--- src/rtl/gpin_irq_pkg.sv ---
package gpin_irq_pkg;

    localparam int PORT_W = 8;
    localparam int CHG_W  = 4;
    localparam int STAT_W = 8;
    localparam int SEL_W  = 3;

    typedef enum logic [SEL_W-1:0] {
        SEL_LEVELS = 3'd0,
        SEL_CHANGE = 3'd1,
        SEL_STATUS = 3'd2,
        SEL_MASK   = 3'd3,
        SEL_ENABLE = 3'd4
    } reg_sel_e;

    // Secondary sources, packed so that they land in status bits 6..0.
    typedef struct packed {
        logic brk_b;
        logic rx_b;
        logic tx_b;
        logic ctr;
        logic brk_a;
        logic rx_a;
        logic tx_a;
    } src_t;

    typedef struct packed {
        logic in_chg;
        src_t src;
    } stat_t;

    function automatic logic [PORT_W-1:0] pack_change(
        input logic [CHG_W-1:0] flags,
        input logic [CHG_W-1:0] levels
    );
        return {flags, levels};
    endfunction

endpackage

--- src/rtl/gpin_sync.sv ---
module gpin_sync #(
    parameter int W      = 8,
    parameter int CW     = 4,
    parameter int STAGES = 2
) (
    input  logic          clk,
    input  logic          rst,
    input  logic [W-1:0]  pin,
    output logic [W-1:0]  lvl,
    output logic [CW-1:0] chg
);
    localparam int PRIME_N = STAGES + 1;
    localparam int CNT_W   = $clog2(PRIME_N + 1);

    logic [STAGES-1:0][W-1:0] stage_q;
    logic [CW-1:0]            hist_q;
    logic [CNT_W-1:0]         prime_q;
    logic                     primed;

    always_ff @(posedge clk) begin
        if (rst) begin
            stage_q <= '0;
        end else begin
            stage_q[0] <= pin;
            for (int k = 1; k < STAGES; k++) begin
                stage_q[k] <= stage_q[k-1];
            end
        end
    end

    assign lvl = stage_q[STAGES-1];

    always_ff @(posedge clk) begin
        if (rst) begin
            hist_q <= '0;
        end else begin
            hist_q <= lvl[CW-1:0];
        end
    end

    // Suppress detection until the chain and history hold real samples.
    always_ff @(posedge clk) begin
        if (rst) begin
            prime_q <= '0;
        end else if (!primed) begin
            prime_q <= prime_q + CNT_W'(1);
        end
    end

    assign primed = (prime_q == CNT_W'(PRIME_N));
    assign chg    = primed ? (lvl[CW-1:0] ^ hist_q) : '0;

    AST_NO_EARLY_CHG: assert property (@(posedge clk) disable iff (rst)
        (chg != '0) |-> $stable(prime_q)) else $error("early change");

endmodule

--- src/rtl/gpin_delta.sv ---
module gpin_delta #(
    parameter int CW = 4
) (
    input  logic          clk,
    input  logic          rst,
    input  logic [CW-1:0] chg,
    input  logic [CW-1:0] en,
    input  logic          clr,
    output logic [CW-1:0] delta,
    output logic          ic
);
    logic [CW-1:0] delta_q;
    logic [CW-1:0] delta_d;
    logic          ic_q;
    logic          ic_d;

    generate
        for (genvar i = 0; i < CW; i++) begin : g_flag
            // A new change wins over a clear at the same edge.
            assign delta_d[i] = chg[i] | (delta_q[i] & ~clr);
        end
    endgenerate

    assign ic_d = (|(chg & en)) | (ic_q & ~clr);

    always_ff @(posedge clk) begin
        if (rst) begin
            delta_q <= '0;
            ic_q    <= 1'b0;
        end else begin
            delta_q <= delta_d;
            ic_q    <= ic_d;
        end
    end

    assign delta = delta_q;
    assign ic    = ic_q;

    AST_CLR_EMPTIES: assert property (@(posedge clk) disable iff (rst)
        (clr && chg == '0) |=> (delta == '0 && !ic)) else $error("clear");
    AST_SET_WINS: assert property (@(posedge clk) disable iff (rst)
        (chg != '0) |=> ((delta & $past(chg)) == $past(chg))) else $error("set");
    AST_IC_NEEDS_EN: assert property (@(posedge clk) disable iff (rst)
        $rose(ic) |-> $past((chg & en) != '0)) else $error("enable");
    AST_FLAG_HOLD: assert property (@(posedge clk) disable iff (rst)
        (!clr && chg == '0) |=> $stable(delta)) else $error("hold");

endmodule

--- src/rtl/gpin_regs.sv ---
module gpin_regs
    import gpin_irq_pkg::*;
#(
    parameter int DW = 8,
    parameter int CW = 4
) (
    input  logic             clk,
    input  logic             rst,
    input  logic [SEL_W-1:0] reg_sel,
    input  logic             reg_wr,
    input  logic             reg_rd,
    input  logic [DW-1:0]    reg_wdata,
    input  logic [DW-1:0]    lvl_byte,
    input  logic [DW-1:0]    chg_byte,
    input  logic [DW-1:0]    stat_byte,
    output logic [DW-1:0]    mask,
    output logic [CW-1:0]    en,
    output logic [DW-1:0]    rdata,
    output logic             rd_clr
);
    reg_sel_e      sel;
    logic [DW-1:0] mask_q;
    logic [CW-1:0] en_q;
    logic [DW-1:0] rdata_q;
    logic [DW-1:0] rd_mux;

    assign sel = reg_sel_e'(reg_sel);

    always_ff @(posedge clk) begin
        if (rst) begin
            mask_q <= '0;
            en_q   <= '0;
        end else if (reg_wr) begin
            if (sel == SEL_MASK)   mask_q <= reg_wdata;
            if (sel == SEL_ENABLE) en_q   <= reg_wdata[CW-1:0];
        end
    end

    always_comb begin
        case (sel)
            SEL_LEVELS: rd_mux = lvl_byte;
            SEL_CHANGE: rd_mux = chg_byte;
            SEL_STATUS: rd_mux = stat_byte;
            SEL_MASK:   rd_mux = mask_q;
            SEL_ENABLE: rd_mux = {{(DW-CW){1'b0}}, en_q};
            default:    rd_mux = '0;
        endcase
    end

    always_ff @(posedge clk) begin
        if (rst) begin
            rdata_q <= '0;
        end else if (reg_rd) begin
            rdata_q <= rd_mux;
        end
    end

    assign rd_clr = reg_rd && (sel == SEL_CHANGE);
    assign mask   = mask_q;
    assign en     = en_q;
    assign rdata  = rdata_q;

    AST_RDATA_HOLD: assert property (@(posedge clk) disable iff (rst)
        !reg_rd |=> $stable(rdata)) else $error("rdata moved");
    AST_MASK_WRITE_ONLY: assert property (@(posedge clk) disable iff (rst)
        !(reg_wr && sel == SEL_MASK) |=> $stable(mask)) else $error("mask moved");
    AST_EN_WRITE_ONLY: assert property (@(posedge clk) disable iff (rst)
        !(reg_wr && sel == SEL_ENABLE) |=> $stable(en)) else $error("enable moved");

endmodule

--- src/rtl/irq_combine.sv ---
module irq_combine
    import gpin_irq_pkg::*;
(
    input  logic              clk,
    input  logic              rst,
    input  logic              ic,
    input  src_t              src,
    input  logic [STAT_W-1:0] mask,
    output stat_t             status,
    output logic              irq_n
);
    logic [STAT_W-1:0] hit;
    logic [STAT_W-1:0] stat_v;

    assign status.in_chg = ic;
    assign status.src    = src;
    assign stat_v        = status;

    generate
        for (genvar i = 0; i < STAT_W; i++) begin : g_hit
            assign hit[i] = stat_v[i] & mask[i];
        end
    endgenerate

    assign irq_n = ~(|hit);

    AST_MASK_ZERO_QUIET: assert property (@(posedge clk) disable iff (rst)
        (mask == '0) |-> irq_n) else $error("masked irq");
    AST_IC_ROUTES: assert property (@(posedge clk) disable iff (rst)
        (ic && mask[STAT_W-1]) |-> !irq_n) else $error("ic route");

endmodule

--- src/rtl/gpin_irq_hub.sv ---
module gpin_irq_hub
    import gpin_irq_pkg::*;
#(
    parameter int SYNC_STAGES = 2
) (
    input  logic              clk,
    input  logic              rst,
    input  logic [PORT_W-1:0] pin_in,
    input  logic              tx_rdy_a,
    input  logic              rx_rdy_a,
    input  logic              brk_chg_a,
    input  logic              ctr_rdy,
    input  logic              tx_rdy_b,
    input  logic              rx_rdy_b,
    input  logic              brk_chg_b,
    input  logic [SEL_W-1:0]  reg_sel,
    input  logic              reg_wr,
    input  logic              reg_rd,
    input  logic [PORT_W-1:0] reg_wdata,
    output logic [PORT_W-1:0] reg_rdata,
    output logic              irq_n
);
    logic [PORT_W-1:0] lvl;
    logic [CHG_W-1:0]  chg;
    logic [CHG_W-1:0]  delta;
    logic [CHG_W-1:0]  en;
    logic              ic;
    logic              rd_clr;
    logic [STAT_W-1:0] mask;
    src_t              src;
    stat_t             status;

    assign src = '{brk_b: brk_chg_b, rx_b: rx_rdy_b, tx_b: tx_rdy_b, ctr: ctr_rdy,
                   brk_a: brk_chg_a, rx_a: rx_rdy_a, tx_a: tx_rdy_a};

    gpin_sync #(.W(PORT_W), .CW(CHG_W), .STAGES(SYNC_STAGES)) sync_i (
        .clk(clk), .rst(rst), .pin(pin_in), .lvl(lvl), .chg(chg)
    );

    gpin_delta #(.CW(CHG_W)) delta_i (
        .clk(clk), .rst(rst), .chg(chg), .en(en), .clr(rd_clr),
        .delta(delta), .ic(ic)
    );

    irq_combine comb_i (
        .clk(clk), .rst(rst), .ic(ic), .src(src), .mask(mask),
        .status(status), .irq_n(irq_n)
    );

    gpin_regs #(.DW(PORT_W), .CW(CHG_W)) regs_i (
        .clk(clk), .rst(rst), .reg_sel(reg_sel), .reg_wr(reg_wr), .reg_rd(reg_rd),
        .reg_wdata(reg_wdata), .lvl_byte(lvl),
        .chg_byte(pack_change(delta, lvl[CHG_W-1:0])),
        .stat_byte(status), .mask(mask), .en(en), .rdata(reg_rdata), .rd_clr(rd_clr)
    );

    AST_IRQ_HAS_CAUSE: assert property (@(posedge clk) disable iff (rst)
        !irq_n |-> ((status & mask) != '0)) else $error("stray irq");
    AST_RST_RELEASE_QUIET: assert property (@(posedge clk) disable iff (rst)
        $fell(rst) |-> (delta == '0 && !ic)) else $error("reset flags");

endmodule

--- config.mk ---
export PLATFORM = sky130hd
export DESIGN_NAME = gpin_irq_hub
export DESIGN_NICKNAME = d
export VERILOG_FILES = /design/src/rtl/gpin_irq_pkg.sv /design/src/rtl/gpin_sync.sv /design/src/rtl/gpin_delta.sv /design/src/rtl/gpin_regs.sv /design/src/rtl/irq_combine.sv /design/src/rtl/gpin_irq_hub.sv
export SDC_FILE = /design/constraint.sdc
export NUM_CORES = 1
export LEC_CHECK = 0
export BUFFER_PORTS_ARGS = -buffer_cell sky130_fd_sc_hd__buf_2
export CORE_AREA = 2 2 67 94
export DETAILED_ROUTE_END_ITERATION = 16
export DIE_AREA = 0 0 69 96
export MAX_ROUTING_LAYER = met4
export PLACE_DENSITY_LB_ADDON = 0.12
export SLEW_MARGIN = 20
export SYNTH_ARGS = -nofsm -noshare
export SYNTH_HDL_FRONTEND = slang
export SYNTH_HIERARCHICAL = 1
export SYNTH_SLANG_ARGS = --single-unit
--- constraint.sdc ---
create_clock -name clk -period 1.3 [get_ports clk]
set_input_delay 0.325 -clock clk [delete_from_list [all_inputs] [get_ports clk]]
set_output_delay 0.325 -clock clk [all_outputs]
set_load 0.02 [all_outputs]
# Yosys cells after proc, flatten, opt, wreduce, memory -nomap -nowiden
# Index checks and enable logic that the tools add are counted.
[totals] input_bits=30 wordCells=45 regBits=47
[classes] n_mux=2 addsub=1 n_bitwise=22 n_reduce_logical=6 n_eq_ne=5
[op_table] cell="case mux 8 bit (5 select lines)" n=1
[op_table] cell="AND 1 bit" n=13
[op_table] cell="OR reduction 8 bit" n=1
[op_table] cell="equality test 3 x 2 -> 1 bit (second input constant)" n=2
[op_table] cell="OR 1 bit" n=5
[op_table] cell="AND 4 bit" n=1
[op_table] cell="2-to-1 mux 4 bit" n=1
[op_table] cell="AND reduction 2 bit" n=2
[op_table] cell="OR reduction 4 bit" n=1
[op_table] cell="bitwise XOR 4 bit" n=1
[op_table] cell="equality test 3 x 1 -> 1 bit (second input constant)" n=1
[op_table] cell="equality test 3 bit (second input constant)" n=1
[op_table] cell="zero test 3 bit" n=1
[op_table] cell="adder 2 x 1 -> 2 bit (second input constant)" n=1
[op_table] cell="equality test 2 bit (second input constant)" n=1
[op_table] cell="NOT 1 bit" n=2
[op_table] cell="logical AND 1 bit" n=1

# Longest topological paths before layout
[depth] ltp_word=5 mapped_depth=6

# Modules after synthesis
# Netlist, hierarchy kept.
[by_module_without_submodules] mod="gpin_regs" area_each_um2=1056.0 instances=1 cells_per_inst=120
[by_module_without_submodules] mod="gpin_sync" area_each_um2=802.0 instances=1 cells_per_inst=66
[by_module_without_submodules] mod="gpin_delta" area_each_um2=187.7 instances=1 cells_per_inst=21
[by_module_without_submodules] mod="irq_combine" area_each_um2=98.8 instances=1 cells_per_inst=13

# Worst setup path after synthesis
# OpenSTA, ideal clock, no wires.
[synth_timing] kind="input -> register" startpoint="in reg_sel[2]" endpoint="reg delta_i.ic_q, in the netlist delta_i/ic" n_path_buf=1 setup_time_ns=0.125 arrival_ns=1.145 path_slack_ns=0.030 path_stages=5 cell_sequence="buf_2 nand2b_1 nor3b_1 nand2b_1 a31oi_1"
[synth_between] elab_chain_len=5
[synth_rtl] item="start, declared" line_no="gpin_irq_hub.sv:16" source="input logic [SEL_W-1:0] reg_sel,"
[synth_rtl] item="equality test 3 x 1 -> 1 bit" line_no="gpin_regs.sv:58" source="assign rd_clr = reg_rd && (sel == SEL_CHANGE);"
[synth_rtl] item="logical AND 1 bit" line_no="gpin_regs.sv:58"
[synth_rtl] item="via rd_clr" line_no="gpin_irq_hub.sv:28" source="logic rd_clr;"
[synth_rtl] item="NOT 1 bit" line_no="gpin_delta.sv:24" source="assign ic_d = (|(chg & en)) | (ic_q & ~clr);"
[synth_rtl] item="AND 1 bit" line_no="gpin_delta.sv:24"
[synth_rtl] item="OR 1 bit" line_no="gpin_delta.sv:24"
[synth_rtl] item="end signal, assigned" line_no="gpin_delta.sv:32" source="ic_q <= ic_d;"
[synth_rtl] item="end, declared" line_no="gpin_delta.sv:14" source="logic ic_q;"
# The timed path passes the listed nets, and every way through them passes these cells.
# A chain may end at the register's enable or synchronous reset.

# Worst setup path after layout
[layout_timing] startpoint="reg regs_i.mask_q[6], in the netlist regs_i/mask[6]" endpoint="out irq_n"
[layout_between] elab_chain_len=3
[layout_rtl] item="start, declared" line_no="gpin_regs.sv:22" source="logic [DW-1:0] mask_q;"
[layout_rtl] item="start signal, assigned" line_no="gpin_regs.sv:34" source="if (sel == SEL_MASK) mask_q <= reg_wdata;"
[layout_rtl] item="AND 1 bit" line_no="irq_combine.sv:21" source="assign hit[i] = stat_v[i] & mask[i];"
[layout_rtl] item="OR reduction 8 bit" line_no="irq_combine.sv:25" source="assign irq_n = ~(|hit);"
[layout_rtl] item="NOT 1 bit" line_no="irq_combine.sv:25"
[layout_rtl] item="end, declared" line_no="gpin_irq_hub.sv:21" source="output logic irq_n"
# Every way passes these cells.

==> summary.txt <==
==================================================================================
Result of the run                                                     finished with violations
Failing checks                                                        negative setup slack
Classification of the worst-slack hold path                                 in2reg
# IOs                                                                           39
Global-route wire length before repair                                     7.48 mm
Reg2Reg Capture Point                                                 delta_i/ic$_SDFF_PP0_
Summed instance area of the synthesized netlist                          2140 um^2
Final worst-path cycle share                                                  113%
Relative slew slack                                                          79.8%
Most common library cell in the layout ignoring fill and taps         sky130_fd_sc_hd__dfxtp_1
Distinct cells, synth                                                           38
Maximum fanout count along the critical path                                     3
Setup Slack @ Placement                                                   -77.3 ps
Count of synthesis-stage warnings from yosys                                     6
Average instance area after synthesis                                    9.75 um^2
Number of synthesized flops with an enable pin                                   0
# clock sinks                                                                   47
Startpoint class of the critical path                                    flip-flop
Highest-count cells in the layout ignoring fill and taps              42 x sky130_fd_sc_hd__dfxtp_1, 37 x sky130_fd_sc_hd__buf_2, 21 x sky130_fd_sc_hd__buf_4, 17 x sky130_fd_sc_hd__a21oi_1
Worst Slack Setup Final                                                    -173 ps
Post-route clock skew                                                      2.59 ps
Antenna Nets Post-Route                                                          0
Final number of hold-violating endpoints                                         0
Switching power summed over all nets                                      0.701 mW
Number of buffers between clock root and the deepest sink                        2
Worst Path Buf+Inv                                                               1
Antenna violations before repair                                                 0
Crit path max-delay cell type                                         sky130_fd_sc_hd__dfxtp_2
R2R depth                                                                        4
RR Startpoint                                                         sync_i/prime_q[0]$_SDFFE_PP0P_
Worst-skew pair later-pin latency                                           300 ps
WP depth                                                                         3
Count of input and output buffers                                               38
Clock slew seen by the registers of the worst setup and hold paths           90 ps
Hold path startpoint                                                     pin_in[4]
Worst endpoint required time                                                980 ps
DR vias                                                                      1,552
Max-cap check violation count                                                    0
Total core area                                                          5780 um^2
Maximum VDD drop                                                          0.587 mV
Via-to-Cell Ratio                                                             4.69
CP Capture Point                                                             irq_n
CP Capture Type                                                       primary output
Combinational group share of total power                                     11.6%
Final-report setup violation count                                               1
Sum of net half-perimeters after detailed placement                        3.51 mm
Antenna diode count                                                              0
Global-route total usage across every layer                                  15.2%
Most frequently used flop master after synthesis                      sky130_fd_sc_hd__dfxtp_1
Power per Cell Area                                                   1180 nW/um^2
Crit path time final                                                       1470 ps
Largest stage delay on the critical path                                    340 ps
Worst Path Class, Setup                                                    reg2out
Largest net degree at the start of global routing                               40
Initial drt markers                                                             47
GR Overflow Total                                                                0
Total Power Consumption                                                    3.00 mW
Number of H-tree branching levels                                                2
Register area share after synthesis                                          43.9%
CTS Root Cell                                                         sky130_fd_sc_hd__clkbuf_8
FF-to-FF setup slack                                                        150 ps
Fraction of power consumed by the clock network                              37.2%
DIE HEIGHT                                                                   96 um
Maximum clock rate                                                         679 MHz
Floorplan die area                                                       6620 um^2
Placement Rows                                                                  33
Largest delay contributor family on the critical path                   flip-flops
Final Max Slew Viols                                                             0
RSZ-0062 raised after global routing                                           yes
Fill count                                                                     598
Number of iterations in the first detailed-routing pass                          4
Via count of the first global-routing pass                                   1,534
Syn nets                                                                       252
Proportion of power drawn by flip-flops and latches                          51.2%
Endpoint arrival time on the critical path                                 1150 ps
Routability-driven placement congestion ratio                                0.878
Nets@finish                                                                    292
Share of total power consumed by net switching                               23.3%
Fraction of registers with async set/reset                                      0%
Pin slew with the least headroom to its limit                               301 ps
Wire per inst                                                              13.6 um
Layout-stage area growth over the synthesis result                           18.2%
Die outline width                                                            69 um
Number of storage elements in the synthesis netlist                             47
Critical Path Source                                                  regs_i/mask[6]$_SDFFE_PP0P_
Internal power summed over all cells                                       2.30 mW
Routed wire length                                                         4.49 mm
Leakage                                                                    1.06 nW
# DRC                                                                            0
Share of final-layout standard cells stronger than drive strength 1          37.9%
Num CTS Buffers                                                                  5
Starting density of the core                                                 37.1%
Cells after Synth                                                              220
TritonCTS clock tree                                                         built
Ordered cell list for the critical path                               a22oi_2 -> and4_1 -> buf_6
==================================================================================
-- worst reg2reg max path, stage by stage (launching register included) --
cell and delay (ps):
sky130_fd_sc_hd__dfxtp_1 340, sky130_fd_sc_hd__ha_1 230, sky130_fd_sc_hd__and2_1 170, sky130_fd_sc_hd__a22oi_1 190
sky130_fd_sc_hd__a31oi_1 100
-- power groups by stage --
stage               Sequential (mW)  Combinational [mW]  Clock (mW)
floorplan                      1.57               0.234           0
global placement               1.57               0.344           0
detailed placement             1.57               0.346           0
CTS                            1.54               0.353        1.14
global route                   1.55               0.388        1.21
finish                         1.54               0.347        1.12
-- per-layer routing --
layer | wire length, um | global-route usage, % | vias up
met3 | 154 | 3.56 | 8
li1 | - | - | 815
met1 | 1930 | 16.7 | 703
met2 | 2330 | 26.7 | 26
met4 | 83 | 6.37 | 0
met5 | 0 | - | -
-- kinds of logic after synthesis --
logic type	Yosys count	share of synthesized area [%]
flip-flops	47	43.9
adder cells (fa/ha/maj)	2	1.17
buffers and inverters	31	10.3
AO/OA/AOI/OAI	46	13.9
AND/OR/NAND/NOR	72	20.6
XOR/XNOR	5	2.04
multiplexers	17	8.17
-- layout make-up --
class	instances	area (um^2)	area share (%)
well taps	70	87.6	3.46
clock inverters	2	35.0	1.38
repair buffers	60	374	14.8
multi-input cells	142	993	39.2
flip-flops and latches	47	947	37.4
inverters	4	15.0	0.592
clock buffers	6	82.6	3.26
-- worst min path at each step --
stage / endpoint / slack, ps / cells after the start
after global routing: sync_i/stage_q[0]$_SDFF_PP0_ / 220 / 2
after detailed placement: sync_i/lvl[7]$_SDFF_PP0_ / 420 / 1
after CTS: sync_i/stage_q[4]$_SDFF_PP0_ / 220 / 2
final: sync_i/stage_q[4]$_SDFF_PP0_ / 230 / 2
after floorplan: delta_i/delta[0]$_SDFF_PP0_ / 390 / 1
after global placement: sync_i/lvl[7]$_SDFF_PP0_ / 420 / 1
-- per-stage QoR --
stage / hold WS [ps] / TNS, ps / instances / utilization (%) / area [um^2]
2_1_floorplan: 394 / 0 / 220 / - / 2140
3_3_place_gp: 421 / -606 / 322 / 41.3 / 2390
3_5_place_dp: 418 / -689 / 322 / 41.3 / 2390
4_1_cts: 223 / -188 / 331 / 43.9 / 2530
5_1_grt: 219 / -219 / 331 / 43.9 / 2530
6_report: 231 / -173 / 331 / 43.9 / 2530
-- synthesized netlist by cell type (4+ instances only) --
| cell | instances | share of area, % |
|---|---|---|
| sky130_fd_sc_hd__a21oi_1 | 17 | 4.0 |
| sky130_fd_sc_hd__a22o_1 | 4 | 1.6 |
| sky130_fd_sc_hd__a22oi_1 | 7 | 2.5 |
| sky130_fd_sc_hd__and2_1 | 4 | 1.2 |
| sky130_fd_sc_hd__buf_4 | 19 | 6.7 |
| sky130_fd_sc_hd__buf_6 | 4 | 2.1 |
| sky130_fd_sc_hd__dfxtp_1 | 47 | 44 |
| sky130_fd_sc_hd__inv_1 | 4 | 0.70 |
| sky130_fd_sc_hd__mux2i_1 | 13 | 6.1 |
| sky130_fd_sc_hd__nand2_1 | 16 | 2.8 |
| sky130_fd_sc_hd__nand2b_1 | 9 | 2.6 |
| sky130_fd_sc_hd__nand3_1 | 7 | 1.6 |
| sky130_fd_sc_hd__nor2_1 | 7 | 1.2 |
| sky130_fd_sc_hd__nor2b_2 | 16 | 6.5 |
| sky130_fd_sc_hd__o21ai_1 | 6 | 1.4 |
| sky130_fd_sc_hd__o22ai_1 | 4 | 1.2 |
| sky130_fd_sc_hd__xor2_1 | 5 | 2.0 |
-- state kept, by name, indices dropped and copies added (netlist names) --
signal and flops:
delta_i/delta 4, sync_i/stage_q 8, regs_i/mask 8, regs_i/en 4, sync_i/hist_q 4, sync_i/lvl 8, sync_i/prime_q 2, delta_i/ic 1
regs_i/rdata 8
-- repair_timing --
| item | in CTS | in global routing |
|---|---|---|
| buffers inserted | 1 | 0 |
| pin swaps | 1 | 1 |
| hold buffers | 0 | 0 |
| gates resized for setup | 9 | 0 |
| setup endpoints to repair | 1 | 1 |
Note: power is estimated with default switching activity, not from simulation.
